## src/rtl/spi_csr_pkg.sv

```systemverilog
package spi_csr_pkg;
  localparam int unsigned ADDR_W = 5;
  localparam int unsigned DATA_W = 32;

  typedef enum logic [1:0] {
    OP_WR  = 2'd0,
    OP_CLR = 2'd1,
    OP_SET = 2'd2,
    OP_INV = 2'd3
  } alias_op_e;

  // addr[4:2] selects a four-word group
  localparam logic [2:0] GRP_CTRL  = 3'd0;
  localparam logic [2:0] GRP_STAT  = 3'd1;
  localparam logic [2:0] GRP_BUF   = 3'd2;
  localparam logic [2:0] GRP_BAUD  = 3'd3;
  localparam logic [2:0] GRP_CTRL2 = 3'd4;

  localparam int unsigned BAUD_W = 9;

  // sticky flag index: 0 overflow, 1 underrun, 2 frame error
  localparam int unsigned NFLAG = 3;
  function automatic int unsigned flag_pos(int unsigned idx);
    case (idx)
      0:       return 6;
      1:       return 8;
      default: return 12;
    endcase
  endfunction
  function automatic int unsigned flag_en_pos(int unsigned idx);
    case (idx)
      0:       return 11;
      1:       return 10;
      default: return 12;
    endcase
  endfunction
endpackage

```

## src/rtl/spi_csr_alias_reg.sv

```systemverilog
module spi_csr_alias_reg
  import spi_csr_pkg::*;
#(
  parameter int unsigned W = 32
) (
  input  logic         clk_i,
  input  logic         rst_ni,
  input  logic         we_i,
  input  alias_op_e    op_i,
  input  logic [W-1:0] wdata_i,
  output logic [W-1:0] q_o
);
  logic [W-1:0] q_q, q_d;

  always_comb begin
    unique case (op_i)
      OP_WR:   q_d = wdata_i;
      OP_CLR:  q_d = q_q & ~wdata_i;
      OP_SET:  q_d = q_q | wdata_i;
      default: q_d = q_q ^ wdata_i;
    endcase
  end

  always_ff @(posedge clk_i or negedge rst_ni) begin
    if (!rst_ni)   q_q <= '0;
    else if (we_i) q_q <= q_d;
  end

  assign q_o = q_q;

  // alias ops touch only bits written as 1
  a_r2_mask_keep: assert property (@(posedge clk_i) disable iff (!rst_ni)
    we_i && op_i != OP_WR |=> ((q_o ^ $past(q_o)) & ~$past(wdata_i)) == '0);
  a_r2_clr: assert property (@(posedge clk_i) disable iff (!rst_ni)
    we_i && op_i == OP_CLR |=> (q_o & $past(wdata_i)) == '0);
  a_r2_set: assert property (@(posedge clk_i) disable iff (!rst_ni)
    we_i && op_i == OP_SET |=> (q_o & $past(wdata_i)) == $past(wdata_i));
  a_r2_inv: assert property (@(posedge clk_i) disable iff (!rst_ni)
    we_i && op_i == OP_INV |=> ((q_o ^ $past(q_o)) == $past(wdata_i)));
endmodule

```

## src/rtl/spi_csr_status.sv

```systemverilog
module spi_csr_status
  import spi_csr_pkg::*;
#(
  parameter int unsigned LVL_W = 5
) (
  input  logic              clk_i,
  input  logic              rst_ni,
  input  logic              clr_we_i,
  input  logic [NFLAG-1:0]  clr_mask_i,
  input  logic [NFLAG-1:0]  evt_i,
  input  logic [LVL_W-1:0]  tx_level_i,
  input  logic [LVL_W-1:0]  rx_level_i,
  output logic [NFLAG-1:0]  flag_o,
  output logic [DATA_W-1:0] status_o
);
  logic [NFLAG-1:0] flag_q;

  for (genvar g = 0; g < NFLAG; g++) begin : g_flag
    always_ff @(posedge clk_i or negedge rst_ni) begin
      if (!rst_ni)                         flag_q[g] <= 1'b0;
      else if (evt_i[g])                   flag_q[g] <= 1'b1;
      else if (clr_we_i && clr_mask_i[g])  flag_q[g] <= 1'b0;
    end

    // flag stays until cleared by a 1 at the clear alias
    a_r5_hold: assert property (@(posedge clk_i) disable iff (!rst_ni)
      flag_q[g] && !(clr_we_i && clr_mask_i[g]) |=> flag_q[g]);
    a_r5_evt: assert property (@(posedge clk_i) disable iff (!rst_ni)
      evt_i[g] |=> flag_o[g]);
  end

  always_comb begin
    status_o        = '0;
    status_o[5]     = (rx_level_i == '0);
    for (int i = 0; i < NFLAG; i++) status_o[flag_pos(i)] = flag_q[i];
    status_o[20:16] = 5'(tx_level_i);
    status_o[28:24] = 5'(rx_level_i);
  end

  assign flag_o = flag_q;
endmodule

```

## src/rtl/spi_csr_irq.sv

```systemverilog
module spi_csr_irq
  import spi_csr_pkg::*;
#(
  parameter int unsigned DEPTH = 16,
  parameter int unsigned LVL_W = 5
) (
  input  logic             clk_i,
  input  logic             rst_ni,
  input  logic [1:0]       rx_sel_i,
  input  logic [1:0]       tx_sel_i,
  input  logic [LVL_W-1:0] rx_level_i,
  input  logic [LVL_W-1:0] tx_level_i,
  input  logic             tx_busy_i,
  input  logic [NFLAG-1:0] err_flag_i,
  input  logic [NFLAG-1:0] err_en_i,
  output logic             rx_irq_o,
  output logic             tx_irq_o,
  output logic             fault_irq_o
);
  localparam logic [LVL_W:0] DEPTH_V = (LVL_W+1)'(DEPTH);
  localparam logic [LVL_W:0] HALF_V  = (LVL_W+1)'(DEPTH / 2);

  logic [LVL_W:0] rx_lvl, tx_free;
  logic rx_cond, tx_cond;
  logic rx_q, tx_q, fault_q;

  assign rx_lvl  = {1'b0, rx_level_i};
  assign tx_free = DEPTH_V - {1'b0, tx_level_i};

  always_comb begin
    unique case (rx_sel_i)
      2'd0:    rx_cond = (rx_lvl == '0);
      2'd1:    rx_cond = (rx_lvl != '0);
      2'd2:    rx_cond = (rx_lvl >= HALF_V);
      default: rx_cond = (rx_lvl >= DEPTH_V);
    endcase
    unique case (tx_sel_i)
      2'd0:    tx_cond = (tx_free == DEPTH_V) && !tx_busy_i;
      2'd1:    tx_cond = (tx_free == DEPTH_V);
      2'd2:    tx_cond = (tx_free >= HALF_V);
      default: tx_cond = (tx_free != '0);
    endcase
  end

  always_ff @(posedge clk_i or negedge rst_ni) begin
    if (!rst_ni) begin
      rx_q    <= 1'b0;
      tx_q    <= 1'b0;
      fault_q <= 1'b0;
    end else begin
      rx_q    <= rx_cond;
      tx_q    <= tx_cond;
      fault_q <= |(err_flag_i & err_en_i);
    end
  end

  assign rx_irq_o    = rx_q;
  assign tx_irq_o    = tx_q;
  assign fault_irq_o = fault_q;

  a_r3_rx_full: assert property (@(posedge clk_i) disable iff (!rst_ni)
    rx_sel_i == 2'd3 && rx_level_i == LVL_W'(DEPTH) |=> rx_irq_o);
  a_r3_rx_empty_mode: assert property (@(posedge clk_i) disable iff (!rst_ni)
    rx_sel_i == 2'd1 && rx_level_i == '0 |=> !rx_irq_o);
  a_r4_tx_busy: assert property (@(posedge clk_i) disable iff (!rst_ni)
    tx_sel_i == 2'd0 && tx_busy_i |=> !tx_irq_o);
  a_r9_masked: assert property (@(posedge clk_i) disable iff (!rst_ni)
    err_en_i == '0 |=> !fault_irq_o);
endmodule

```

## src/rtl/spi_csr_front.sv

```systemverilog
module spi_csr_front
  import spi_csr_pkg::*;
#(
  parameter int unsigned FIFO_DEPTH = 16,
  localparam int unsigned LVL_W = $clog2(FIFO_DEPTH + 1)
) (
  input  logic              clk_i,
  input  logic              rst_ni,
  input  logic              req_i,
  input  logic              we_i,
  input  logic [ADDR_W-1:0] addr_i,
  input  logic [DATA_W-1:0] wdata_i,
  output logic [DATA_W-1:0] rdata_o,
  input  logic [LVL_W-1:0]  tx_level_i,
  input  logic [LVL_W-1:0]  rx_level_i,
  input  logic              tx_busy_i,
  input  logic              rx_ovf_evt_i,
  input  logic              tx_udr_evt_i,
  input  logic              frm_err_evt_i,
  input  logic [DATA_W-1:0] buf_rdata_i,
  output logic              buf_wr_o,
  output logic              buf_rd_o,
  output logic [DATA_W-1:0] buf_wdata_o,
  output logic [DATA_W-1:0] ctrl_o,
  output logic [DATA_W-1:0] ctrl2_o,
  output logic [BAUD_W-1:0] baud_o,
  output logic              rx_irq_o,
  output logic              tx_irq_o,
  output logic              fault_irq_o
);
  logic [2:0]        grp;
  alias_op_e         op;
  logic              wr, rd;
  logic [DATA_W-1:0] status;
  logic [NFLAG-1:0]  flags, clr_mask, err_en;
  logic [BAUD_W-1:0] baud_q;

  assign grp = addr_i[4:2];
  assign op  = alias_op_e'(addr_i[1:0]);
  assign wr  = req_i && we_i;
  assign rd  = req_i && !we_i;

  spi_csr_alias_reg #(.W(DATA_W)) u_ctrl (
    .clk_i, .rst_ni,
    .we_i   (wr && grp == GRP_CTRL),
    .op_i   (op),
    .wdata_i(wdata_i),
    .q_o    (ctrl_o)
  );

  spi_csr_alias_reg #(.W(DATA_W)) u_ctrl2 (
    .clk_i, .rst_ni,
    .we_i   (wr && grp == GRP_CTRL2),
    .op_i   (op),
    .wdata_i(wdata_i),
    .q_o    (ctrl2_o)
  );

  always_ff @(posedge clk_i or negedge rst_ni) begin
    if (!rst_ni)                                    baud_q <= '0;
    else if (wr && grp == GRP_BAUD && op == OP_WR)  baud_q <= wdata_i[BAUD_W-1:0];
  end
  assign baud_o = baud_q;

  for (genvar g = 0; g < NFLAG; g++) begin : g_map
    assign clr_mask[g] = wdata_i[flag_pos(g)];
    assign err_en[g]   = ctrl2_o[flag_en_pos(g)];
  end

  spi_csr_status #(.LVL_W(LVL_W)) u_status (
    .clk_i, .rst_ni,
    .clr_we_i  (wr && grp == GRP_STAT && op == OP_CLR),
    .clr_mask_i(clr_mask),
    .evt_i     ({frm_err_evt_i, tx_udr_evt_i, rx_ovf_evt_i}),
    .tx_level_i(tx_level_i),
    .rx_level_i(rx_level_i),
    .flag_o    (flags),
    .status_o  (status)
  );

  spi_csr_irq #(.DEPTH(FIFO_DEPTH), .LVL_W(LVL_W)) u_irq (
    .clk_i, .rst_ni,
    .rx_sel_i   (ctrl_o[1:0]),
    .tx_sel_i   (ctrl_o[3:2]),
    .rx_level_i (rx_level_i),
    .tx_level_i (tx_level_i),
    .tx_busy_i  (tx_busy_i),
    .err_flag_i (flags),
    .err_en_i   (err_en),
    .rx_irq_o   (rx_irq_o),
    .tx_irq_o   (tx_irq_o),
    .fault_irq_o(fault_irq_o)
  );

  assign buf_wr_o    = wr && grp == GRP_BUF && op == OP_WR;
  assign buf_rd_o    = rd && grp == GRP_BUF && op == OP_WR;
  assign buf_wdata_o = wdata_i;

  always_comb begin
    rdata_o = '0;
    unique case (grp)
      GRP_CTRL:  rdata_o = ctrl_o;
      GRP_STAT:  rdata_o = status;
      GRP_BUF:   if (op == OP_WR) rdata_o = buf_rdata_i;
      GRP_BAUD:  if (op == OP_WR) rdata_o = DATA_W'(baud_q);
      GRP_CTRL2: rdata_o = ctrl2_o;
      default:   rdata_o = '0;
    endcase
  end

  a_r8_baud_trunc: assert property (@(posedge clk_i) disable iff (!rst_ni)
    wr && grp == GRP_BAUD && op == OP_WR |=> baud_o == $past(wdata_i[BAUD_W-1:0]));
  a_r9_fault_ovf: assert property (@(posedge clk_i) disable iff (!rst_ni)
    flags[0] && ctrl2_o[11] |=> fault_irq_o);
  a_r7_stat_ignore: assert property (@(posedge clk_i) disable iff (!rst_ni)
    wr && grp == GRP_STAT && op != OP_CLR && flags[1] |=> flags[1]);
  a_r1_irq_reset: assert final (rst_ni || (!rx_irq_o && !tx_irq_o && !fault_irq_o));
endmodule

```

## config.mk

```make
export PLATFORM = sky130hd
export DESIGN_NAME = spi_csr_front
export DESIGN_NICKNAME = d
export VERILOG_FILES = /design/src/rtl/spi_csr_pkg.sv /design/src/rtl/spi_csr_alias_reg.sv /design/src/rtl/spi_csr_status.sv /design/src/rtl/spi_csr_irq.sv /design/src/rtl/spi_csr_front.sv
export SDC_FILE = /design/constraint.sdc
export NUM_CORES = 1
export LEC_CHECK = 0
export ABC_CLOCK_PERIOD_IN_PS = 3600
export BUFFER_PORTS_ARGS = -buffer_cell sky130_fd_sc_hd__buf_2
export CAP_MARGIN = 5
export CELL_PAD_IN_SITES_DETAIL_PLACEMENT = 1
export CELL_PAD_IN_SITES_GLOBAL_PLACEMENT = 2
export CORE_ASPECT_RATIO = 0.9
export CORE_MARGIN = 5
export CORE_UTILIZATION = 36
export CTS_CLUSTER_SIZE = 12
export DETAILED_ROUTE_END_ITERATION = 12
export PLACE_DENSITY = 0.89
export SETUP_SLACK_MARGIN = 0.5
export SLEW_MARGIN = 15
export SYNTH_ARGS = -nofsm -noshare
export SYNTH_HDL_FRONTEND = slang
export SYNTH_SLANG_ARGS = --single-unit
```

## constraint.sdc

```tcl
create_clock -name clk_i -period 3.6 [get_ports clk_i]
set_input_delay 0.54 -clock clk_i [delete_from_list [all_inputs] [get_ports clk_i]]
set_output_delay 0.54 -clock clk_i [all_outputs]
set_load 0.1 [all_outputs]
```

# Word level (Yosys, flattened, before mapping)

Cells that the tools add are included.

Register bits after elaboration: 79
Bits of input ports: 87
Output and inout port bits: 142
Logic and storage cells: 75

Mux-type cells: 13
Reduce and logical (&&, ||, !) cells: 30
$lt $le $gt $ge: 3
$add $sub $neg: 1
Bitwise operators: 8
Equality and inequality tests: 11

Operators with widths:

| cell                                                                                | count |
|---|---|
| 32-bit case mux with 3 select lines                                                 | 2 |
| 32-bit case mux with 5 select lines                                                 | 1 |
| 32-bit AND                                                                          | 2 |
| 32-bit bitwise OR                                                                   | 2 |
| 32-bit bitwise XOR                                                                  | 2 |
| 32-bit 2-to-1 mux                                                                   | 1 |
| 32-bit NOT                                                                          | 1 |
| 1-bit logical AND                                                                   | 16 |
| 6-bit nonzero test                                                                  | 2 |
| 9-bit 2-to-1 mux                                                                    | 1 |
| 2-bit by 1-bit equality test with 1-bit output, second input constant               | 3 |
| 2-bit equality test, second input constant                                          | 3 |
| 3-bit by 2-bit equality test with 1-bit output, second input constant               | 2 |
| 6-bit by 5-bit equality test with 1-bit output, second input constant               | 1 |
| 6-bit by 4-bit greater-or-equal comparator with 1-bit output, second input constant | 1 |
| 2-bit zero test                                                                     | 3 |
| 6-bit zero test                                                                     | 1 |
| 1-bit 2-to-1 mux                                                                    | 6 |
| 1-bit case mux with 3 select lines                                                  | 2 |
| 2-bit nonzero test                                                                  | 3 |
| 5-bit by 5-bit subtractor with 6-bit output, first input constant                   | 1 |
| 5-bit by 4-bit greater-or-equal comparator with 1-bit output, second input constant | 1 |
| 5-bit greater-or-equal comparator, second input constant                            | 1 |
| 5-bit zero test                                                                     | 1 |
| 6 further kinds                                                                     | 7 |

# Logic depth before layout (Yosys ltp)

Gate-level depths: netlist of the first run.

Depth after elaboration: 6
Gate-level depth with buffers: 5
Depth with buffers taken out: 5

# Hierarchy

Synthesis of the first run repeated with hierarchy kept, for this count alone.

Cells, all modules: 976
Area total of the unflattened synthesis: 8,813.5 um2

By module, submodules not included:

| module            | area each (um2) | cells each | seq. area each (um2) | times used |
|---|---|---|---|---|
| spi_csr_alias_reg | 3,216.8         | 343        | 800.8                | 2 |
| spi_csr_front     | 1,841.8         | 230        | 225.2                | 1 |
| spi_csr_status    | 356.6           | 43         | 75.1                 | 1 |
| spi_csr_irq       | 181.4           | 17         | 75.1                 | 1 |

# Least setup slack after synthesis of the first run

OpenSTA, ideal clock, no wires.

Kind: input -> output
Start point: input addr_i[0]
End point: output buf_rd_o
Slack: -331 ps
Path buffers: 1
Stages: 4
Arrival: 3,391 ps
Required time: 3,060 ps
Cell sequence: buf_2 > nor3_1 > nand3b_1 > nor3b_1

Cells in the longest elaborated chain, start to end: 2

RTL lines:

| item              | RTL line            | RTL |
|---|---|---|
| start, declared   | spi_csr_front.sv:11 | `input logic [ADDR_W-1:0] addr_i,` |
| 2-bit zero test   | spi_csr_front.sv:96 | `assign buf_rd_o = rd && grp == GRP_BUF && op == OP_WR;` |
| 1-bit logical AND | spi_csr_front.sv:96 |  |
| end, declared     | spi_csr_front.sv:22 | `output logic buf_rd_o,` |

Every way passes these cells.

# Worst setup path in the final report of the first run

Start point: input addr_i[0]
End point: output rdata_o[3]

Cells in the longest elaborated chain, start to end: 3
Elaborated cells between the ends (all ways): 4
Classes of those cells: mux: 3; reduce/logical: 1

RTL lines:

| item                                                         | RTL line                                   | RTL |
|---|---|---|
| 2-bit zero test (*)                                          | spi_csr_front.sv:104, spi_csr_front.sv:105 |  |
| 9-bit 2-to-1 mux / 32-bit 2-to-1 mux (equally long branches) | spi_csr_front.sv:105, spi_csr_front.sv:104 |  |
| 32-bit case mux with 5 select lines (*)                      | spi_csr_front.sv:101                       | `unique case (grp)` |
| end, declared                                                | spi_csr_front.sv:13                        | `output logic [DATA_W-1:0] rdata_o,` |

Every way passes the cells marked *; elsewhere a longest branch is shown, timed or not.

==> key figures, run 1 <==
Setup path
  – Crit Path Max Fanout: 20
  – Worst EP required: just over 3 ns
  – Slowest stage cell, crit path: or3_4
  – CP cell instances: buf_4, or3_4, nor3b_4, buf_4, a221o_1, buf_2
  – Worst EP arrival: ~2.3 ns
  – CP delay by family, top: buffers and inverters
  – Crit-path most repeated cell: buf_4
  – Kind of critical path: input pin to primary output
  – Max incr delay on CP: roughly 0.44 ns
  – Critical Path End Type: primary output
  – Startpoint types: input pin
  – Buf+Inv Stages, Crit Path: 3

Final layout
  – Area growth, synth to finish: 27.33%
  – Layout fillers: between 2000 and 2500
  – Ant diodes: 0
  – Final Cell Area: roughly 10000 um^2
  – Nets: approximately 1100
  – Share of cells above drive strength 1: 0.4732
  – Finished Layout Cells: 1185

CTS
  – Clk Latency, worst-skew pair: between 0.3 and 0.4 ns
  – CTS max path bufs: 2
  – Hold bufs inserted after CTS: 0
  – PostCTS Resize Cnt: 0
  – # Post-CTS Setup Buffers: 0
  – H-tree depth: 3
  – Reg clk slew, reported paths: ~0.070 ns
  – Root Driver: clkbuf_16
  – Num CTS Buffers: 9
  – CTS tree: built
  – Clock sink count: 79

Pwr
  – Leak: ~5.1 nW
  – Worst vdd ir: around 0.00046 V
  – Switching power: 4.208 mW
  – P per Cell Area: 708.4 nW/um^2
  – Clock network fraction of total power: 0.131
  – Switching Fraction: 0.5918
  – Seq pwr share: 0.221
  – Internal Power: 2.902 mW
  – Gate power share: 0.647

Yosys
  – Commonest cells post-synth: inv_1 (165), ha_1 (128), dfrtp_1 (79)
  – Prevailing post-synth register cell: dfrtp_1
  – Netlist cell types: 40
  – Synth top area cells: dfrtp_1 (25%), ha_1 (20%), mux4_2 (18%)
  – Post-synth top area cell: dfrtp_1
  – Yosys reg bits: 79
  – Fraction of registers with async set/reset: 1.000
  – Netlist Area Pre-Place: about 8000 um^2
  – Warnings, synthesis: 0
  – Syn Area/Cell: 11.31 um^2
  – Synth Instances: about 700
  – Most frequent cell after synthesis: inv_1
  – Syn Nets: slightly above 900
  – Yosys top cell area share: 0.2508
  – Post-synth EDFFs: 0
  – Sequential share of the synthesized area: 0.2508

Timing
  – Rel. slew slack: 0.3475
  – Period minus WS final: roughly 2.9 ns
  – Final setup TNS: 0 ns
  – Measured slew at the worst slew-check pin: between 0.9 and 1 ns
  – WHS: 0.1655 ns
  – Final Cycle Share: 0.7961
  – Final hold vios: 0
  – Clock Skew: around 0.0059 ns
  – Fmax: 0.3489 GHz
  – Slew Limit Fails: 0
  – RSZ-0062 raised after global routing: no
  – Final setup fails: 0

Global route
  – Most Crowded Layer GR: met2
  – Met1 Track Usage GR: 0.2432
  – Met2 Use GR: 0.3437
  – Global-route wire length before repair: between 30000 and 40000 um
  – Initial antenna violation count: 0
  – Gr ovfl total: 0
  – Largest net degree at the start of global routing: between 70 and 80
  – Total global-route track usage: 0.1913
  – Grt met3 use: 0.03623
  – Vias in the first global route: 6719

Flow run
  – Max-cap violations: 0

Placement
  – Buffers on Ports: between 200 and 250
  – GP Congestion: approximately 0.78
  – DP Area: slightly below 10000 um^2
  – Placed Cells: approximately 1200
  – Post-DP HPWL: ~18000 um

Floorplan
  – Die Area: approximately 25000 um^2
  – Core area: between 20000 and 25000 um^2
  – Starting Density: 0.3655
  – Row count: 51
  – I/O pins: ~230
  – Die X: 166.0 um
  – Die extent in y: about 150 um

Hold path
  – Type of the tightest min-delay check: input pin to asynchronous set/reset pin

Detailed routing
  – 1st-iter DRT viols: 221
  – Avg WL per Cell: about 20 um
  – DR vias: a little over 6000
  – Drt first pass iters: 4
  – Via/cell ratio: 5.143
  – Final WL: roughly 24000 um
  – Drt drc: 0
  – Antenna Nets Post-Route: 0

Outcome
  – Status: finished clean
-- placed cells by master, fill, tap and decap left out, drive strengths merged --
cell type  synthesis  layout
mux2i             32      32
nor3               4       4
or4                1       1
o2bb2ai           23      23
or2                1       1
buf               58     248
bufinv             0       1
a222oi             2       2
a21o               3       3
nor3b              3       3
clkbuf             9      12
and4b              1       1
nand3b             1       1
a221o              7       7
and2               1       1
mux2              73      73
dfrtp             79      79
a211o              1       1
nand3              6       6
clkinv             0       3
ha               128     128
o311a              1       1
o31ai              1       1
nor2               9       9
o22ai              1       1
nor2b              2       2
mux4              64      64
o221ai             2       2
inv              165     165
o21ai              1       1
nand2              2       2
o211ai             1       1
or3                2       2
a2bb2oi           13      13
-- final timing paths --
check | startpoint | to | slack (ns) | cells after the start
worst min-delay path | rst_ni | u_ctrl.q_o[14] | 0.17 | 1
worst max-delay path | addr_i[0] | rdata_o[3] | 0.73 | 6
min in group clk_i | tx_udr_evt_i | u_status.flag_o[1] | 0.38 | 2
worst max register to register | u_ctrl.q_o[3] | u_ctrl.q_o[3] | 1.76 | 4
max in group asynchronous | rst_ni | u_status.flag_o[0] | 2.67 | 3
worst min register to register | u_status.flag_o[2] | u_status.flag_o[2] | 0.52 | 1
-- power by group through the flow --
stage	Combinational (mW)	Sequential [mW]	Clock (mW)
floorplan	1.65	3.54	0
global placement	4.50	1.57	0
detailed placement	4.65	1.59	0
CTS	4.65	1.58	0.970
global route	4.87	1.64	1.01
finish	4.60	1.57	0.934
-- cell families after synthesis --
| group | synth area share |
|---|---|
| buffers and inverters | 0.1303 |
| muxes | 0.3278 |
| adders and majority gates | 0.2032 |
| DFF | 0.2508 |
| AOI/OAI and AO/OA | 0.06222 |
| and+or+nand+nor | 0.02572 |
-- per-layer routing --
layer	up-vias	part of all wire
met5	-	0
li1	2773	-
met1	3161	0.42
met2	149	0.52
met4	0	0.0084
met3	12	0.050
-- registers in the layout, indices dropped and copies added (netlist names) --
name,count
baud_o,9
u_ctrl.q_o,32
u_ctrl2.q_o,32
u_irq.fault_irq_o,1
u_irq.rx_irq_o,1
u_irq.tx_irq_o,1
u_status.flag_o,3
-- worst reg2reg max path, stage by stage (launching register included) --
cell	delay (ns)
dfrtp_1	0.53
inv_1	0.16
ha_1	0.31
mux4_2	0.46
mux2_2	0.27
-- per-stage QoR --
step	util	setup slack [ns]	total power [mW]
after floorplan	-	0.2558	5.190
after global routing	0.4654	0.6459	7.513
after CTS	0.4641	0.6996	7.205
final	0.4654	0.7340	7.110
after detailed placement	0.4506	0.7169	6.236
after global placement	0.4506	0.7660	6.070
-- layout make-up --
type	instances	area, um^2	share of cell area
Multi-Input combinational cell	386	5031	0.5012
Sequential cell	79	1977	0.1970
Timing Repair Buffer	248	1754	0.1748
Inverter	165	619.3	0.06171
Tap cell	291	364.1	0.03628
Clock buffer	12	246.5	0.02456
Clock inverter	4	45.04	0.004488
(Power assumes the default switching activity.)
==> run 2, diff against run 1 <==
Settings changed: ABC_CLOCK_PERIOD_IN_PS 3600 to 2800, CORE_UTILIZATION 36 to 34, PLACE_DENSITY 0.89 to 0.85.
Clock period 3.6 ns to 2.8 ns, I/O delays scaled along.
==> key figures, run 2 (same netlist as run 1, synthesis figures left out) <==
Pwr
  – Switching Fraction: 0.5908 (was 0.5918)
  – Internal Power: 3.800 mW (was 2.902 mW)
  – P per Cell Area: 872.2 nW/um^2 (was 708.4 nW/um^2)
  – Switching power: 5.487 mW (was 4.208 mW)
  – Seq pwr share: 0.219 (was 0.221)
  – Leak: 5.303 nW (was 5.132 nW)
  – Clock network fraction of total power: 0.133 (was 0.131)
  – Gate power share: 0.648 (was 0.647)
  – Worst vdd ir: 0.0004909 V (was 0.0004597 V)

Setup path
  – Max incr delay on CP: 0.41 ns (was 0.44 ns)
  – Startpoint types: input pin (unchanged)
  – Buf+Inv Stages, Crit Path: 5 (was 3)
  – Slowest stage cell, crit path: or3_4 (unchanged)
  – Worst EP required: 2.38 ns (was 3.06 ns)
  – Kind of critical path: input pin to primary output (unchanged)
  – CP delay by family, top: buffers and inverters (unchanged)
  – CP cell instances: buf_8, or3_4, nor3b_4, buf_6, buf_12, buf_16, o2bb2ai_4, buf_12 (was buf_4, or3_4, nor3b_4, buf_4, a221o_1, buf_2)
  – CP startpoint: addr_i[4] (was addr_i[0])
  – Worst EP arrival: 1.93 ns (was 2.33 ns)
  – Critical Path End Type: primary output (unchanged)
  – Crit Path Max Fanout: 6 (was 20)
  – Crit-path most repeated cell: buf_12 (was buf_4)
  – RR Startpoint: u_ctrl.q_o[2] (was u_ctrl.q_o[3])

CTS
  – H-tree depth: 3 (unchanged)
  – Root Driver: clkbuf_16 (unchanged)
  – CTS tree: built (unchanged)
  – Hold bufs inserted after CTS: 0 (unchanged)
  – Clk Latency, worst-skew pair: 0.34 ns (about the same)
  – Clock sink count: 79 (unchanged)
  – CTS max path bufs: 2 (unchanged)
  – Num CTS Buffers: 9 (unchanged)
  – Reg clk slew, reported paths: 0.06 ns (was 0.07 ns)

Timing
  – Final setup TNS: 0 ns (unchanged)
  – Measured slew at the worst slew-check pin: 0.6823 ns (was 0.9788 ns)
  – Final Cycle Share: 0.8388
  – Clock Skew: 0.004086 ns (was 0.005915 ns)
  – Fmax: between 0.4 and 0.5 GHz
  – Period minus WS final: between 2 and 2.5 ns
  – Slew Limit Fails: 0 (unchanged)
  – Final setup fails: 0 (unchanged)
  – RSZ-0062 raised after global routing: yes (was no)
  – Rel. slew slack: 0.5451 (was 0.3475)
  – Final hold vios: 0 (unchanged)

Final layout
  – Multi-input logic area: 5324 um^2 (was 5031 um^2)
  – Nets: 1114 (was 1104)
  – Register Area: 1982 um^2 (was 1977 um^2)
  – Layout fillers: 2464 (was 2432)
  – Share of cells above drive strength 1: 0.5000 (was 0.4732)
  – Most common cell after layout, fill and taps aside: buf_2 (unchanged)
  – Final Cell Area: 10650 um^2 (was 10040 um^2)
  – Ant diodes: 0 (unchanged)
  – Area growth, synth to finish: 35.10% (was 27.33%)
  – Most frequent cells in the layout: buf_2 (190), inv_1 (165), ha_1 (128) (was buf_2 (196), inv_1 (165), ha_1 (128))
  – Finished Layout Cells: 1201 (was 1185)

Floorplan
  – Core area: 22640 um^2 (was 21570 um^2)
  – Starting Density: 0.3481 (was 0.3655)
  – Row count: 52 (was 51)
  – Die extent in y: 154.5 um (was 150.4 um)
  – I/O pins: 229 (unchanged)
  – Die Area: 26330 um^2 (was 24960 um^2)
  – Die X: 170.5 um (was 166.0 um)

Detailed routing
  – Via/cell ratio: 5.137 (was 5.143)
  – Final WL: 24930 um (was 23660 um)
  – Antenna Nets Post-Route: 0 (unchanged)
  – Avg WL per Cell: 20.76 um (was 19.96 um)
  – DR vias: 6170 (was 6095)
  – 1st-iter DRT viols: 233 (was 221)
  – Drt first pass iters: 6 (was 4)
  – Drt drc: 0 (unchanged)

Global route
  – Gr ovfl total: 0 (unchanged)
  – Global-route wire length before repair: 38770 um (was 37850 um)
  – Initial antenna violation count: 0 (unchanged)
  – Vias in the first global route: 6772 (was 6719)
  – Largest net degree at the start of global routing: 62 (was 76)
  – Total global-route track usage: 0.1884 (was 0.1913)

Placement
  – Post-DP HPWL: 18430 um (was 18100 um)
  – DP Area: 10130 um^2 (was 9718 um^2)
  – GP Congestion: 0.7323 (was 0.7778)
  – Buffers on Ports: 228 (unchanged)
  – Placed Cells: 1174 (was 1168)

Outcome
  – Status: finished clean (unchanged)

Flow run
  – Max-cap violations: 0 (unchanged)

Hold path
  – Type of the tightest min-delay check: input pin to asynchronous set/reset pin (unchanged)
## run 2: cell count changes in the layout (fill, tap and decap cells not counted), moves of 6 or more
cell and delta:
o2bb2ai_4 +12, buf_12 +10, buf_6 +8, o2bb2ai_2 -8, a221o_1 -7, a221o_4 +7, buf_2 -6, buf_4 -6
## run 2: through the flow
step,utilization,total power [mW],worst slack (ns),hold WS (ns)
floorplan,-,6.738,0.2562,0.1244
global placement,0.4473,7.924,0.4184,0.5133
detailed placement,0.4473,8.110,0.4112,0.5127
CTS,0.4665,9.401,0.4496,0.1336
global route,0.4703,9.811,0.4015,0.1682
finish,0.4703,9.288,0.4513,0.1113
## run 2: power by group through the flow
stage	clock network, mW	registers, mW	logic (mW)
detailed placement	0	2.05	6.06
floorplan	0	4.56	2.18
global route	1.33	2.11	6.37
finish	1.24	2.03	6.02
global placement	0	2.04	5.89
CTS	1.28	2.04	6.08
## run 2: final timing paths
path	to	cells after the start	slack, ns
max in group asynchronous	u_ctrl.q_o[18]	2	2.04
hold / removal	baud_o[6]	1	0.11
setup reg to reg	u_ctrl.q_o[2]	4	1.04
hold reg to reg	baud_o[5]	1	0.54
min in group clk_i	u_status.flag_o[2]	2	0.26
setup / recovery	rdata_o[20]	8	0.45
## run 2: timing repair
action                                 CTS  global route
gates resized for setup                 10             8
cloned                                   2             1
endpoints found under the hold margin    0             0
pin swaps                                3             6
setup endpoints to repair               28            23
buffers inserted                         5             3
## run 2: layout make-up
type,instances,area share
Clock buffer,11,0.02279
Clock inverter,5,0.005405
Inverter,165,0.05816
Multi-Input combinational cell,386,0.4999
Sequential cell,79,0.1861
Tap cell,297,0.03490
Timing Repair Buffer,258,0.1927
## run 2: metal layers
metal / up-vias / share of wire / global-route usage
met5: - / 0 / 0
met4: 0 / 0.012 / 0.04183
met3: 18 / 0.049 / 0.03369
met2: 162 / 0.51 / 0.3279
met1: 3178 / 0.43 / 0.2447
li1: 2812 / - / -
## run 2: worst reg2reg max path: cells and delay by family, from the launching register on
kind                     cells  cell delay, ns
flip-flops                   1            0.57
multiplexers                 2            0.73
buffers and inverters        1            0.08
adder cells (fa/ha/maj)      1            0.27
==> run 3, diff against run 2 <==
Settings changed: ABC_CLOCK_PERIOD_IN_PS 2800 to 1950, CORE_UTILIZATION 34 to 30, PLACE_DENSITY 0.85 to 0.79.
Clock period 2.8 ns to 1.95 ns, I/O delays scaled along.
==> key figures, run 3 (same netlist as run 1, synthesis figures left out) <==
Hold path
  – HP Start: frm_err_evt_i
  – Type of the tightest min-delay check: input pin to register (was input pin to asynchronous set/reset pin)

Timing
  – Final setup fails: 27 (was 0)
  – Fmax: 0.4981 GHz
  – Measured slew at the worst slew-check pin: 0.5030 ns (was 0.6823 ns)
  – Final Cycle Share: 1.029
  – Final hold vios: 0 (unchanged)
  – Slew Limit Fails: 0 (unchanged)
  – Rel. slew slack: 0.6670 (was 0.5451)
  – Worst setup margin: -0.05749 ns (was 0.4513 ns)
  – Clock Skew: 0.009444 ns (was 0.004086 ns)
  – Period minus WS final: between 2 and 2.5 ns
  – RSZ-0062 raised after global routing: yes (unchanged)

Setup path
  – Critical Path End Type: primary output (unchanged)
  – Worst EP required: 1.66 ns (was 2.38 ns)
  – Kind of critical path: input pin to primary output (unchanged)
  – RR Startpoint: u_ctrl2.q_o[5] (was u_ctrl.q_o[2])
  – CP startpoint: addr_i[0] (was addr_i[4])
  – Crit Path Max Fanout: 6 (unchanged)
  – Startpoint types: input pin (unchanged)
  – Reg2reg setup slack: 0.22 ns (was 1.04 ns)
  – Worst EP arrival: 1.71 ns (was 1.93 ns)

Flow run
  – Max-cap violations: 0 (unchanged)

Detailed routing
  – Drt drc: 0 (unchanged)
  – DR vias: 6473 (was 6170)
  – 1st-iter DRT viols: 238 (was 233)
  – Final WL: 28140 um (was 24930 um)
  – Drt first pass iters: 4 (was 6)
  – Via/cell ratio: 4.908 (was 5.137)
  – Avg WL per Cell: 21.34 um (was 20.76 um)
  – Antenna Nets Post-Route: 0 (unchanged)

Floorplan
  – Row count: 56 (was 52)
  – Starting Density: 0.3032 (was 0.3481)
  – Die X: 180.9 um (was 170.5 um)
  – Core area: 25990 um^2 (was 22640 um^2)
  – I/O pins: 229 (unchanged)
  – Die Area: 29620 um^2 (was 26330 um^2)
  – Die extent in y: 163.8 um (was 154.5 um)

Placement
  – GP Congestion: 0.7652 (was 0.7323)
  – Post-DP HPWL: 21470 um (was 18430 um)
  – Dpl ws: -0.1375 ns (was 0.4112 ns)
  – DP Area: 12090 um^2 (was 10130 um^2)
  – Buffers on Ports: 228 (unchanged)

Outcome
  – Violated checks: setup timing
  – Status: finished with violations (was finished clean)

Final layout
  – Share of cells above drive strength 1: 0.7454 (was 0.5000)
  – Final Cell Area: 13360 um^2 (was 10650 um^2)
  – Most common cell after layout, fill and taps aside: buf_2 (unchanged)
  – Area growth, synth to finish: 69.48% (was 35.10%)
  – Nets: 1180 (was 1114)
  – Most frequent cells in the layout: buf_2 (116), buf_4 (109), inv_1 (101) (was buf_2 (190), inv_1 (165), ha_1 (128))

Pwr
  – Leak: 5.983 nW (was 5.303 nW)
  – Worst vdd ir: 0.0007027 V (was 0.0004909 V)
  – Power Total: 16.29 mW (was 9.288 mW)
  – P per Cell Area: 1219 nW/um^2 (was 872.2 nW/um^2)

Global route
  – Global-route wire length before repair: 43770 um (was 38770 um)
  – Total global-route track usage: 0.1889 (was 0.1884)
  – Largest net degree at the start of global routing: 55 (was 62)
  – Vias in the first global route: 7362 (was 6772)
  – Initial antenna violation count: 1 (was 0)
  – Gr ovfl total: 0 (unchanged)

CTS
  – Clock sink count: 79 (unchanged)
  – Root Driver: clkbuf_16 (unchanged)
  – Reg clk slew, reported paths: 0.06 ns (about the same)
  – Num CTS Buffers: 9 (unchanged)
  – Clk Latency, worst-skew pair: 0.35 ns (was 0.34 ns)
  – CTS tree: built (unchanged)
  – CTS max path bufs: 2 (unchanged)
  – H-tree depth: 3 (unchanged)
run 3: cell types whose count changed in the layout (fill, tap and decap cells not counted), sizes merged:
| cell | delta |
|---|---|
| dlygate4sd3 | +1 |
| buf | +65 |
| clkinv | +2 |
| clkbuf | -1 |
| bufinv | +1 |
| clkinvlp | -2 |
| diode | +1 |
run 3: per-layer routing:
metal / wire, um / global-route usage / part of all wire / vias to the layer above
met2: 14170 / 0.3330 / 0.50 / 190
li1: - / - / - / 2932
met4: 227 / 0.04192 / 0.0081 / 0
met1: 12130 / 0.2412 / 0.43 / 3334
met3: 1619 / 0.03742 / 0.058 / 17
met5: 0 / 0 / 0 / -
run 3: final timing paths:
check | endpoint | depth (start not counted)
worst max-delay path | rdata_o[20] | 7
worst min-delay path | u_status.flag_o[2] | 2
min in group asynchronous | baud_o[7] | 2
worst max register to register | u_ctrl2.q_o[5] | 5
max in group asynchronous | u_ctrl2.q_o[19] | 3
worst min register to register | u_status.flag_o[2] | 1
run 3: final cells by class:
class                      instances  area, um^2
multi-input combinational        386        6678
clock buffer                      10       229.0
antenna                            1       2.502
tap                              348       435.4
inverter                         165       664.4
fill                            2625       12640
timing repair buffer             324        3047
sequential                        79        2217
clock inverter                     6       86.33
run 3: critical path, stage by stage:
cell and delay [ns]:
buf_6 0.10, or3_4 0.39, nor3b_4 0.24, buf_12 0.19, buf_12 0.15, o2bb2ai_4 0.14
buf_12 0.20
run 3: stage by stage:
stage / instances / setup TNS, ns / utilization / hold WS, ns
floorplan: 697 / -2.414 / - / -0.003091
global placement: 1265 / -2.431 / 0.4651 / 0.2537
detailed placement: 1265 / -2.931 / 0.4651 / 0.2580
CTS: 1300 / -1.129 / 0.5015 / 0.1137
global route: 1319 / -2.435 / 0.5139 / 0.1321
finish: 1319 / -0.8095 / 0.5139 / 0.1367
run 3: what timing repair did:
action	4_1_cts	5_1_grt
setup endpoints to repair	179	117
endpoints found under the hold margin	23	0
gates resized for setup	144	46
buffers inserted	18	18
hold buffers	1	0
pin swaps	10	9
run 3: power by group:
part	internal, mW	leakage, nW	switching, mW	total, mW
Sequential	2.48	0.897	0.942	3.42
Clock	1.12	0.152	0.762	1.88
Combinational	3.96	4.93	7.03	11.0
Total	7.56	5.98	8.73	16.3
